File: src/rtl/ptimer_pkg.sv
package ptimer_pkg;
  localparam int CTRL_W   = 64;
  localparam int TVAL_W   = 32;
  localparam int EN_BIT   = 0;
  localparam int MASK_BIT = 1;
  localparam int STAT_BIT = 2;
  localparam int LIVE_W   = STAT_BIT + 1;

  typedef enum logic {
    SEL_CTRL = 1'b0,
    SEL_TVAL = 1'b1
  } reg_sel_e;
endpackage

File: src/rtl/ptimer_ctrl_bits.sv
module ptimer_ctrl_bits (
  input  logic clk,
  input  logic rst_n,
  input  logic wr_ctrl,
  input  logic wr_en_bit,
  input  logic wr_mask_bit,
  output logic en_q,
  output logic mask_q
);
  logic en_d, mask_d;

  // next state: only the two writable fields; bit 2 and up are never stored
  always_comb begin
    en_d   = en_q;
    mask_d = mask_q;
    if (wr_ctrl) begin
      en_d   = wr_en_bit;
      mask_d = wr_mask_bit;
    end
  end

  always_ff @(posedge clk or negedge rst_n) begin
    if (!rst_n) begin
      en_q   <= 1'b0;
      mask_q <= 1'b0;
    end else if (wr_ctrl) begin
      en_q   <= en_d;
      mask_q <= mask_d;
    end
  end
endmodule

File: src/rtl/ptimer_downcount.sv
module ptimer_downcount #(
  parameter int W = 32
) (
  input  logic         clk,
  input  logic         rst_n,
  input  logic         load,
  input  logic [W-1:0] load_val,
  input  logic         tick,
  output logic [W-1:0] val_q
);
  logic [W-1:0] val_d;
  logic         val_ce;

  // a load takes priority over a tick in the same cycle
  always_comb begin
    val_ce = load | tick;
    if (load) val_d = load_val;
    else      val_d = val_q - W'(1);
  end

  always_ff @(posedge clk or negedge rst_n) begin
    if (!rst_n)      val_q <= '0;
    else if (val_ce) val_q <= val_d;
  end
endmodule

File: src/rtl/ptimer_irq_out.sv
module ptimer_irq_out #(
  parameter int W = 32
) (
  input  logic         clk,
  input  logic         rst_n,
  input  logic         en,
  input  logic         mask,
  input  logic [W-1:0] val,
  output logic         status,
  output logic         irq_q
);
  logic cond_met;
  logic irq_d;

  // signed value <= 0: sign bit set, or all bits clear
  always_comb begin
    cond_met = val[W-1] | (val == '0);
    status   = en & cond_met;
    irq_d    = status & ~mask;
  end

  always_ff @(posedge clk or negedge rst_n) begin
    if (!rst_n) irq_q <= 1'b0;
    else        irq_q <= irq_d;
  end
endmodule

File: src/rtl/ptimer_ctrl.sv
module ptimer_ctrl
  import ptimer_pkg::*;
(
  input  logic              clk,
  input  logic              rst_n,
  input  logic              tick,
  input  logic              wr_en,
  input  logic              wr_sel,
  input  logic [CTRL_W-1:0] wr_data,
  input  logic              rd_sel,
  output logic [CTRL_W-1:0] rd_data,
  output logic              irq_out
);
  localparam int EXT_W = CTRL_W - TVAL_W;
  localparam int RSV_W = CTRL_W - LIVE_W;

  logic [1:0]        rst_sync;
  logic              rst_s;
  logic              ctrl_en, ctrl_mask, stat;
  logic [TVAL_W-1:0] tval_q;
  logic              wr_ctrl, wr_tval;
  logic              unused_hi;

  // reset: asserted at once, released after two clock edges
  always_ff @(posedge clk or negedge rst_n) begin
    if (!rst_n) rst_sync <= 2'b00;
    else        rst_sync <= {rst_sync[0], 1'b1};
  end
  assign rst_s = rst_sync[1];

  assign wr_ctrl   = wr_en & (reg_sel_e'(wr_sel) == SEL_CTRL);
  assign wr_tval   = wr_en & (reg_sel_e'(wr_sel) == SEL_TVAL);
  assign unused_hi = ^{wr_data[CTRL_W-1:TVAL_W], wr_data[TVAL_W-1:LIVE_W], wr_data[STAT_BIT]};

  ptimer_ctrl_bits u_bits (
    .clk         (clk),
    .rst_n       (rst_s),
    .wr_ctrl     (wr_ctrl),
    .wr_en_bit   (wr_data[EN_BIT]),
    .wr_mask_bit (wr_data[MASK_BIT]),
    .en_q        (ctrl_en),
    .mask_q      (ctrl_mask)
  );

  ptimer_downcount #(.W(TVAL_W)) u_cnt (
    .clk      (clk),
    .rst_n    (rst_s),
    .load     (wr_tval),
    .load_val (wr_data[TVAL_W-1:0]),
    .tick     (tick),
    .val_q    (tval_q)
  );

  ptimer_irq_out #(.W(TVAL_W)) u_irq (
    .clk    (clk),
    .rst_n  (rst_s),
    .en     (ctrl_en),
    .mask   (ctrl_mask),
    .val    (tval_q),
    .status (stat),
    .irq_q  (irq_out)
  );

  always_comb begin
    if (reg_sel_e'(rd_sel) == SEL_TVAL)
      rd_data = {{EXT_W{tval_q[TVAL_W-1]}}, tval_q};
    else
      rd_data = {{RSV_W{1'b0}}, stat, ctrl_mask, ctrl_en};
  end
endmodule

File: config.mk
export PLATFORM = sky130hd
export DESIGN_NAME = ptimer_ctrl
export DESIGN_NICKNAME = d
export VERILOG_FILES = /design/src/rtl/ptimer_pkg.sv /design/src/rtl/ptimer_ctrl_bits.sv /design/src/rtl/ptimer_downcount.sv /design/src/rtl/ptimer_irq_out.sv /design/src/rtl/ptimer_ctrl.sv
export SDC_FILE = /design/constraint.sdc
export NUM_CORES = 1
export LEC_CHECK = 0
export BUFFER_PORTS_ARGS = -buffer_cell sky130_fd_sc_hd__buf_4
export CORE_ASPECT_RATIO = 0.7
export CORE_MARGIN = 10
export CORE_UTILIZATION = 35
export CTS_CLUSTER_DIAMETER = 200
export DETAILED_ROUTE_END_ITERATION = 7
export PLACE_DENSITY = 0.68
export SLEW_MARGIN = 20
export SYNTH_ARGS = -nofsm -noshare
export SYNTH_HDL_FRONTEND = slang
export SYNTH_SLANG_ARGS = --single-unit
File: constraint.sdc
create_clock -name clk -period 2.65 [get_ports clk]
set_clock_uncertainty 0.2 [all_clocks]
set_input_delay 0.3975 -clock clk [delete_from_list [all_inputs] [get_ports clk]]
set_output_delay 0.3975 -clock clk [all_outputs]
set_load 0.05 [all_outputs]
==> results of run 1 <==
-- power groups by stage --
stage	clock network, mW	registers [mW]	logic (mW)
2_1_floorplan	0	0.759	0.742
3_3_place_gp	0	0.770	1.01
3_5_place_dp	0	0.773	1.02
4_1_cts	0.611	0.762	1.03
5_1_grt	0.640	0.782	1.10
6_report	0.598	0.765	1.02
-- flip-flops by register name, summed over array words and instances, names as in the netlist --
signal         cells
u_bits.mask_q      1
u_bits.en_q        1
u_irq.irq_q        1
rst_sync           2
u_cnt.val_q       32
-- repair_timing --
action	in CTS	in global routing
hold endpoints to repair	2	0
setup endpoints to repair	1	2
buffers inserted	0	0
resized for setup	2	0
hold buffers	1	0
-- critical path: cells and delay by family, from the launching register on --
kind	cells	cell delay (ns)
DFF	1	0.39
and+or+nand+nor	2	0.98
buffers and inverters	1	0.16
AOI/OAI and AO/OA	2	0.44
-- area by class of cell --
cell class,instances,area share (%)
Sequential cell,37,27.4
Inverter,3,0.333
Multi-Input combinational cell,204,37.9
Tap cell,94,3.48
Timing Repair Buffer,120,26.9
Clock buffer,5,2.03
Clock inverter,3,1.92
-- kinds of logic (layout without fill, tap and decap cells) --
group | count (synthesis) | after routing | synth area share [%]
compound gates | 54 | 54 | 13.5
xor+xnor | 10 | 10 | 3.48
fa+ha+maj | 1 | 1 | 0.497
buf+inv | 52 | 131 | 12.9
flops | 37 | 37 | 36.8
mux | 4 | 4 | 1.79
other cells | 1 | 1 | 0.149
simple gates | 134 | 134 | 30.9
-- per-stage QoR --
stage          area, sq um  TNS [ns]  utilization (%)  total power [mW]  hold WS, ns
3_5_place_dp          3230         0             46.9              1.79      -0.0172
2_1_floorplan         2540    -0.151                -              1.50      -0.0981
6_report              3380    -0.214             49.1              2.39       0.0904
3_3_place_gp          3230         0             46.9              1.78      -0.0192
5_1_grt               3380    -0.321             49.1              2.52       0.0949
4_1_cts               3380    -0.232             49.1              2.41       0.0980
-- layout by cell type (no fill, tap or decap), types with 4 or more instances in the layout --
| master | synthesis | layout |
|---|---|---|
| a31oi_1 | 20 | 20 |
| and2_1 | 30 | 30 |
| buf_4 | 32 | 118 |
| clkbuf_8 | 0 | 5 |
| dfrtp_1 | 37 | 37 |
| mux2_2 | 4 | 4 |
| nand2_1 | 19 | 19 |
| nand4_1 | 4 | 4 |
| nor2_1 | 25 | 25 |
| nor3_1 | 6 | 6 |
| o21ai_0 | 18 | 17 |
| o31ai_1 | 12 | 12 |
| or2_2 | 4 | 4 |
| or3_1 | 10 | 10 |
| or4_1 | 14 | 13 |
| xnor2_1 | 7 | 7 |
-- final timing paths --
path	to	cells past startpoint	startpoint	slack, ns
worst max-delay path	rd_data[2]	5	u_cnt.val_q[12]	-0.21
worst min-delay path	u_irq.irq_q	1	rst_sync[1]	0.09
worst max register to register	u_cnt.val_q[29]	4	u_cnt.val_q[23]	0.09
worst min register to register	u_irq.irq_q	1	rst_sync[1]	0.09
max in group asynchronous	u_cnt.val_q[11]	1	rst_sync[1]	1.82
min in group clk	u_cnt.val_q[12]	3	wr_data[12]	0.11
-- layer usage --
| metal | vias up | GRT usage, % | part of all wire (%) |
|---|---|---|---|
| met2 | 105 | 19.1 | 41 |
| li1 | 1171 | - | - |
| met4 | 0 | 2.97 | 0.51 |
| met5 | - | 0 | 0 |
| met1 | 1095 | 17.2 | 46 |
| met3 | 5 | 5.63 | 12 |
==> results by group, run 1 <==
Outcome
  – Outcome: finished with violations
  – Failing checks: negative setup slack

Timing
  – RSZ-0062 raised after global routing: yes
  – Final Hold Fails: 0
  – Final WS setup: -0.214 ns
  – Slew Viols, Final: 0
  – Setup violators final: 1
  – Fmax: 349 MHz
  – Fin crit share: 108%
  – Max transition margin: 49.4%
  – Minimum clock period: 2.86 ns
  – Slew @ Worst Pin: 0.759 ns

Logic synthesis
  – Yosys cell types: 35
  – Avg Cell Area, Syn: 8.59 sq um
  – Post-synth EDFFs: 0
  – Async S/R FF share, synth: 100%
  – Post-Syn Area: 2520 sq um
  – Sequential fraction of the synthesis area: 36.8%
  – Area share of the largest cell type after synthesis: 36.8%
  – Post-synth net total: 364
  – Mapped Cells: 293
  – Synth warn: 0
  – #FFs+latches synth: 37
  – Yosys top cell by area: dfrtp_1
  – Count leader, synth: dfrtp_1
  – Most frequent cells after synthesis: dfrtp_1, buf_4, and2_1
  – Main synth FF type: dfrtp_1
  – Synth top area cells: dfrtp_1, buf_4, and2_1

Worst setup path
  – Crit. End Element: primary output
  – Max incr delay on CP: 0.54 ns
  – Worst Path Required: 2.05 ns
  – Critical Path AT: 2.27 ns
  – CP Class: reg2out
  – Critical path's most frequent cell: or4_4
  – CP max-delay cell: or4_4
  – Startpoint Class: flop
  – Cells along the critical path: or4_4 -> or4_4 -> o31a_1 -> o21ai_4 -> buf_8
  – Worst-path maximum fanout: 5

Clock tree
  – CTS tree: yes
  – Clk sinks: 37
  – CTS buffer count: 5
  – Clk Latency, worst-skew pair: 0.30 ns
  – H-tree depth: 2
  – Clock tree buffer depth: 2
  – Root buffer cell: clkbuf_8
  – CTS clk-pin slew, worst paths: 0.09 ns

Power
  – Peak VDD IR: 286 uV
  – Clock power frac: 25.1%
  – Pwr Density: 706 nW/um^2
  – Combinational fraction of design power: 42.9%
  – Switching power: 0.989 mW
  – Reg power frac: 32.0%
  – Pint: 1.40 mW
  – Net Sw Frac: 41.4%
  – Leakage power: 1.44 nW

Final layout
  – Fillers: 672
  – Register Area: 926 sq um
  – Fin nets: 442
  – # diodes: 0
  – Final non-filler cell total: 466
  – Layout area overhead: 34.3%
  – Layout cells sized above 1: 37.9%
  – Area of the multi-input gates: 1280 sq um

Global route
  – GRT overflow: 0
  – Initial antenna violation count: 0
  – Pin count of the biggest net entering global routing: 41
  – Total Routing Usage GR: 13.0%
  – Vias in the first global route: 2388
  – First-pass GRT wire length: 12.1 mm

Place
  – GPL Wtd Cong: 0.789
  – Place WS: 0.0660 ns
  – PortBufs: 102
  – Detail Placement HPWL: 5.55 mm
  – Placed Cells: 457

Route
  – Drt pass-1 iters: 4
  – Final wirelength: 7.39 mm
  – Via count: 2376
  – Via-to-Cell Ratio: 5.10
  – Drt wl/cell: 15.9 um
  – Starting DRC count in detailed routing: 116
  – ANT nets after route: 0
  – Final routed DRC violation total: 0

Worst hold path
  – Hold Path Class: reg2async

Floorplanning
  – Core box area: 6880 sq um
  – Die width: 121 um
  – Boundary Pins: 135
  – Cell Rows: 25
  – Die Area: 11000 sq um
  – Starting Density: 36.6%
  – Die height: 91.0 um

Run
  – Max-cap violations: 0
(Power assumes the default switching activity.)
==> run 2, diff against run 1 <==
--- a/config.mk
+++ b/config.mk
@@ -11,6 +11,7 @@
 export CORE_UTILIZATION = 35
 export CTS_CLUSTER_DIAMETER = 200
 export DETAILED_ROUTE_END_ITERATION = 7
+export HOLD_SLACK_MARGIN = 0.15
 export PLACE_DENSITY = 0.68
 export SLEW_MARGIN = 20
 export SYNTH_ARGS = -nofsm -noshare
==> results by group, run 2 (synthesis results as in run 1) <==
Timing
  – Slew Viols, Final: 0
  – Fmax: 349 MHz
  – Final Hold Fails: 0
  – Setup violators final: 1
  – Minimum clock period: 2.87 ns
  – Fin crit share: 108%
  – Max transition margin: 49.4%
  – Final WS setup: -0.217 ns
  – Final hold slack: 0.155 ns
  – Slew @ Worst Pin: 0.759 ns
  – RSZ-0062 raised after global routing: yes

Final layout
  – Post-route cell area: 3500 sq um
  – Fin util: 50.9%
  – Regs by FF count: u_cnt.val_q x32, rst_sync x2
  – Max FFs per register: 32
  – Most common cell after layout, fill and taps aside: buf_4
  – Layout cells sized above 1: 36.7%
  – Fin nets: 454
  – Most frequent cells in the layout: buf_4, dfrtp_1, and2_1, nor2_1, a31oi_1
  – Top reg by flops: u_cnt.val_q
  – Layout area overhead: 39.1%
  – Final non-filler cell total: 478
  – # diodes: 0

Power
  – Pwr Density: 686 nW/um^2
  – Design Power: 2.40 mW
  – Net Sw Frac: 41.3%
  – Clock power frac: 25.0%
  – Reg power frac: 31.8%
  – Combinational fraction of design power: 43.2%
  – Leakage power: 1.49 nW
  – Switching power: 0.993 mW
  – Pint: 1.41 mW
  – Peak VDD IR: 295 uV

Worst setup path
  – Critical path's most frequent cell: or4_4
  – Startpoint Class: flop
  – CP Class: reg2out
  – Critical Path AT: 2.27 ns
  – Cells along the critical path: or4_4 -> or4_4 -> o31a_1 -> o21ai_4 -> buf_8
  – Crit path launch: u_cnt.val_q[12]
  – CP max-delay cell: or4_4
  – R2R cell count: 4
  – Max incr delay on CP: 0.54 ns
  – Crit Reg-Reg Startpoint: u_cnt.val_q[23]
  – Worst Path Required: 2.05 ns
  – Worst-path maximum fanout: 5
  – Flop2flop setup slack: 0.08 ns
  – Worst r2r dst: u_cnt.val_q[29]
  – Crit. End Element: primary output

Route
  – Via-to-Cell Ratio: 5.08
  – Final wirelength: 7.49 mm
  – Drt pass-1 iters: 4
  – Via count: 2429
  – Final routed DRC violation total: 0
  – Drt wl/cell: 15.7 um
  – ANT nets after route: 0
  – Starting DRC count in detailed routing: 145

Place
  – GPL Wtd Cong: 0.789
  – Cell area after placement: 3230 sq um
  – Detail Placement HPWL: 5.55 mm
  – Placed Cells: 457
  – PortBufs: 102

Floorplanning
  – Die Area: 11000 sq um
  – Starting Density: 36.6%
  – Boundary Pins: 135
  – Cell Rows: 25
  – Core box area: 6880 sq um
  – Die height: 91.0 um
  – Die width: 121 um

Global route
  – Total Routing Usage GR: 13.3%
  – GRT overflow: 0
  – Initial antenna violation count: 0
  – Pin count of the biggest net entering global routing: 41
  – First-pass GRT wire length: 12.4 mm
  – Vias in the first global route: 2444

Clock tree
  – CTS buffer count: 5
  – Root buffer cell: clkbuf_8
  – CTS clk-pin slew, worst paths: 0.08 ns
  – Clk Latency, worst-skew pair: 0.30 ns
  – Clk sinks: 37
  – Clock tree buffer depth: 2
  – H-tree depth: 2
  – CTS tree: yes

Outcome
  – Failing checks: negative setup slack
  – Outcome: finished with violations

Worst hold path
  – Hold path cells: 0
  – Hold Path Class: reg2reg
  – Min-delay src: rst_sync[0]
  – Hold EP: rst_sync[1]

Run
  – Max-cap violations: 0
[run 2: per-stage QoR]
stage | setup slack (ns) | TNS, ns
finish | -0.217 | -0.217
global route | -0.310 | -0.321
CTS | -0.232 | -0.232
detailed placement | 0.0660 | 0
global placement | 0.0649 | 0
floorplan | -0.151 | -0.151
[run 2: power by group through the flow]
stage	sequential (mW)	clock, mW	combinational (mW)
2_1_floorplan	0.759	0	0.742
3_3_place_gp	0.770	0	1.01
3_5_place_dp	0.773	0	1.02
4_1_cts	0.762	0.611	1.05
5_1_grt	0.782	0.640	1.12
6_report	0.763	0.602	1.04
[run 2: routing by layer]
layer	vias up	GRT usage, %	part of all wire [%]
met5	-	0	0
met4	0	2.97	0.51
li1	1192	-	-
met1	1117	17.5	45
met3	5	5.50	12
met2	115	19.8	42
[run 2: timing repair]
item / in CTS / in global routing
cloned: 0 / 0
hold buffers: 13 / 0
gates resized for setup: 2 / 0
hold endpoints to repair: 50 / 0
endpoints found under the setup margin: 1 / 2
pin swaps: 0 / 0
buffers inserted: 0 / 0
[run 2: layout make-up]
class | instances | area [sq um]
tap | 94 | 118
fill | 661 | 3380
timing repair buffer | 132 | 1030
sequential | 37 | 926
inverter | 3 | 11.3
multi-input combinational | 204 | 1280
clock inverter | 3 | 65.1
clock buffer | 5 | 68.8
[run 2: critical path, delay by kind of cell, from the launching register on]
kind            cells  cell delay (ns)
simple gates        2             0.98
flops               1             0.39
buf+inv             1             0.16
compound gates      2             0.44
[run 2: how the worst max path moves through the flow]
stage,slack (ns),depth (start not counted),end
CTS,-0.23,5,rd_data[2]
detailed placement,0.07,5,rd_data[2]
floorplan,-0.15,6,rd_data[2]
finish,-0.22,5,rd_data[2]
global route,-0.31,5,rd_data[2]
global placement,0.06,5,rd_data[2]
==> run 3, diff against run 2 <==
--- a/config.mk
+++ b/config.mk
@@ -13,6 +13,8 @@
 export DETAILED_ROUTE_END_ITERATION = 7
 export HOLD_SLACK_MARGIN = 0.15
 export PLACE_DENSITY = 0.68
+export RECOVER_POWER = 100
+export REMOVE_ABC_BUFFERS = 1
 export SLEW_MARGIN = 20
 export SYNTH_ARGS = -nofsm -noshare
 export SYNTH_HDL_FRONTEND = slang
==> results by group, run 3 (synthesis results as in run 1) <==
Route
  – ANT nets after route: 0
  – Starting DRC count in detailed routing: 85
  – Drt pass-1 iters: 4
  – Final routed DRC violation total: 0
  – Final wirelength: 7.27 mm
  – Via-to-Cell Ratio: 4.87
  – Via count: 2342
  – Drt wl/cell: 15.1 um

Global route
  – Initial antenna violation count: 0
  – Total Routing Usage GR: 13.1%
  – GRT overflow: 0
  – Vias in the first global route: 2362
  – Pin count of the biggest net entering global routing: 41
  – First-pass GRT wire length: 12.1 mm

Worst setup path
  – Max incr delay on CP: 0.53 ns
  – Critical path's most frequent cell: or4_4
  – Crit. End Element: primary output
  – Worst-path maximum fanout: 2
  – Cells along the critical path: or4_4 -> or4_4 -> o31a_1 -> o21ai_2 -> buf_6
  – Critical Path AT: 2.22 ns
  – CP max-delay cell: or4_4
  – Worst Path Required: 2.05 ns
  – Startpoint Class: flop
  – CP Class: reg2out

Power
  – Pwr Density: 644 nW/um^2
  – Leakage power: 1.44 nW
  – Peak VDD IR: 308 uV

Timing
  – RSZ-0062 raised after global routing: yes
  – Slew Viols, Final: 0
  – Setup TNS: -0.531 ns
  – Minimum clock period: 2.82 ns
  – Final hold slack: 0.154 ns
  – Fin crit share: 106%
  – Setup violators final: 34
  – Max transition margin: 20.5%
  – Slew @ Worst Pin: 1.19 ns
  – Final Hold Fails: 0
  – Fmax: 355 MHz
  – Final WS setup: -0.168 ns

Outcome
  – Failing checks: negative setup slack
  – Outcome: finished with violations

Clock tree
  – CTS clk-pin slew, worst paths: 0.08 ns
  – CTS buffer count: 5
  – Clk Latency, worst-skew pair: 0.29 ns
  – Clock tree buffer depth: 2
  – H-tree depth: 2
  – Clk sinks: 37
  – Root buffer cell: clkbuf_8
  – CTS tree: yes

Place
  – Detail Placement HPWL: 5.46 mm
  – GPL Wtd Cong: 0.778
  – PortBufs: 102

Floorplanning
  – Core box area: 6880 sq um
  – Cell Rows: 25
  – Boundary Pins: 135
  – Die height: 91.0 um
  – Die Area: 11000 sq um
  – Starting Density: 36.6%
  – Die width: 121 um

Final layout
  – Max FFs per register: 32
  – Regs by FF count: u_cnt.val_q x32, rst_sync x2
  – Fin nets: 457
  – Layout cells sized above 1: 35.9%
  – Most frequent cells in the layout: buf_4, dfrtp_1, and2_0, nor2_1, a31oi_1
  – Top reg by flops: u_cnt.val_q
  – Layout area overhead: 36.8%
  – Most common cell after layout, fill and taps aside: buf_4
  – Fin util: 50.0%
  – # diodes: 0

Run
  – Max-cap violations: 0

Worst hold path
  – Hold Path Class: in2reg
-- run 3: area by class of cell --
| class | count | area [sq um] |
|---|---|---|
| clock buffer | 7 | 96.3 |
| clock inverter | 1 | 5.00 |
| fill | 700 | 3440 |
| inverter | 3 | 11.3 |
| multi-input combinational | 204 | 1280 |
| sequential | 37 | 926 |
| tap | 94 | 118 |
| timing repair buffer | 135 | 1010 |
-- run 3: metrics by stage --
step,cells,instance area [sq um],setup slack [ns],power (mW)
floorplan,244,2200,-9.23,1.41
global placement,458,3220,-0.145,1.76
detailed placement,458,3220,-0.145,1.78
CTS,480,3470,-0.198,2.26
global route,481,3440,-0.229,2.35
finish,481,3440,-0.168,2.22
-- run 3: worst max-delay path, delay by kind of cell (launching register included) --
kind                   cells  cell delay [ns]
AND/OR/NAND/NOR            2             0.96
flip-flops                 1             0.38
AO/OA/AOI/OAI              2             0.41
buffers and inverters      1             0.17
-- run 3: routing by layer --
| metal | vias up | global-route usage, % | wire [um] |
|---|---|---|---|
| met3 | 5 | 3.77 | 352 |
| li1 | 1200 | - | - |
| met5 | - | 0 | 0 |
| met2 | 40 | 21.6 | 3480 |
| met4 | 0 | 2.18 | 30 |
| met1 | 1097 | 16.9 | 3400 |
-- run 3: what timing repair did --
item                       CTS  global route
hold endpoints to repair    47             0
setup buffers                3             1
pin swaps                    4             2
hold buffers                11             0
resized for setup            4             1
setup endpoints to repair   11             2
-- run 3: final timing paths --
path | startpoint | end | slack [ns] | depth (start not counted)
max | u_cnt.val_q[11] | rd_data[2] | -0.17 | 5
min | wr_data[4] | u_cnt.val_q[4] | 0.15 | 3
max in group asynchronous | rst_sync[1] | u_cnt.val_q[0] | 0.90 | 2
min in group asynchronous | rst_n | rst_sync[0] | 0.22 | 2
max reg2reg | u_cnt.val_q[11] | u_cnt.val_q[30] | 0.11 | 5
min reg2reg | rst_sync[0] | rst_sync[1] | 0.16 | 0
-- run 3: where the power goes --
| group | internal [mW] | switching, mW |
|---|---|---|
| Combinational | 0.362 | 0.657 |
| Sequential | 0.658 | 0.106 |
| Clock | 0.235 | 0.201 |
| Total | 1.26 | 0.963 |
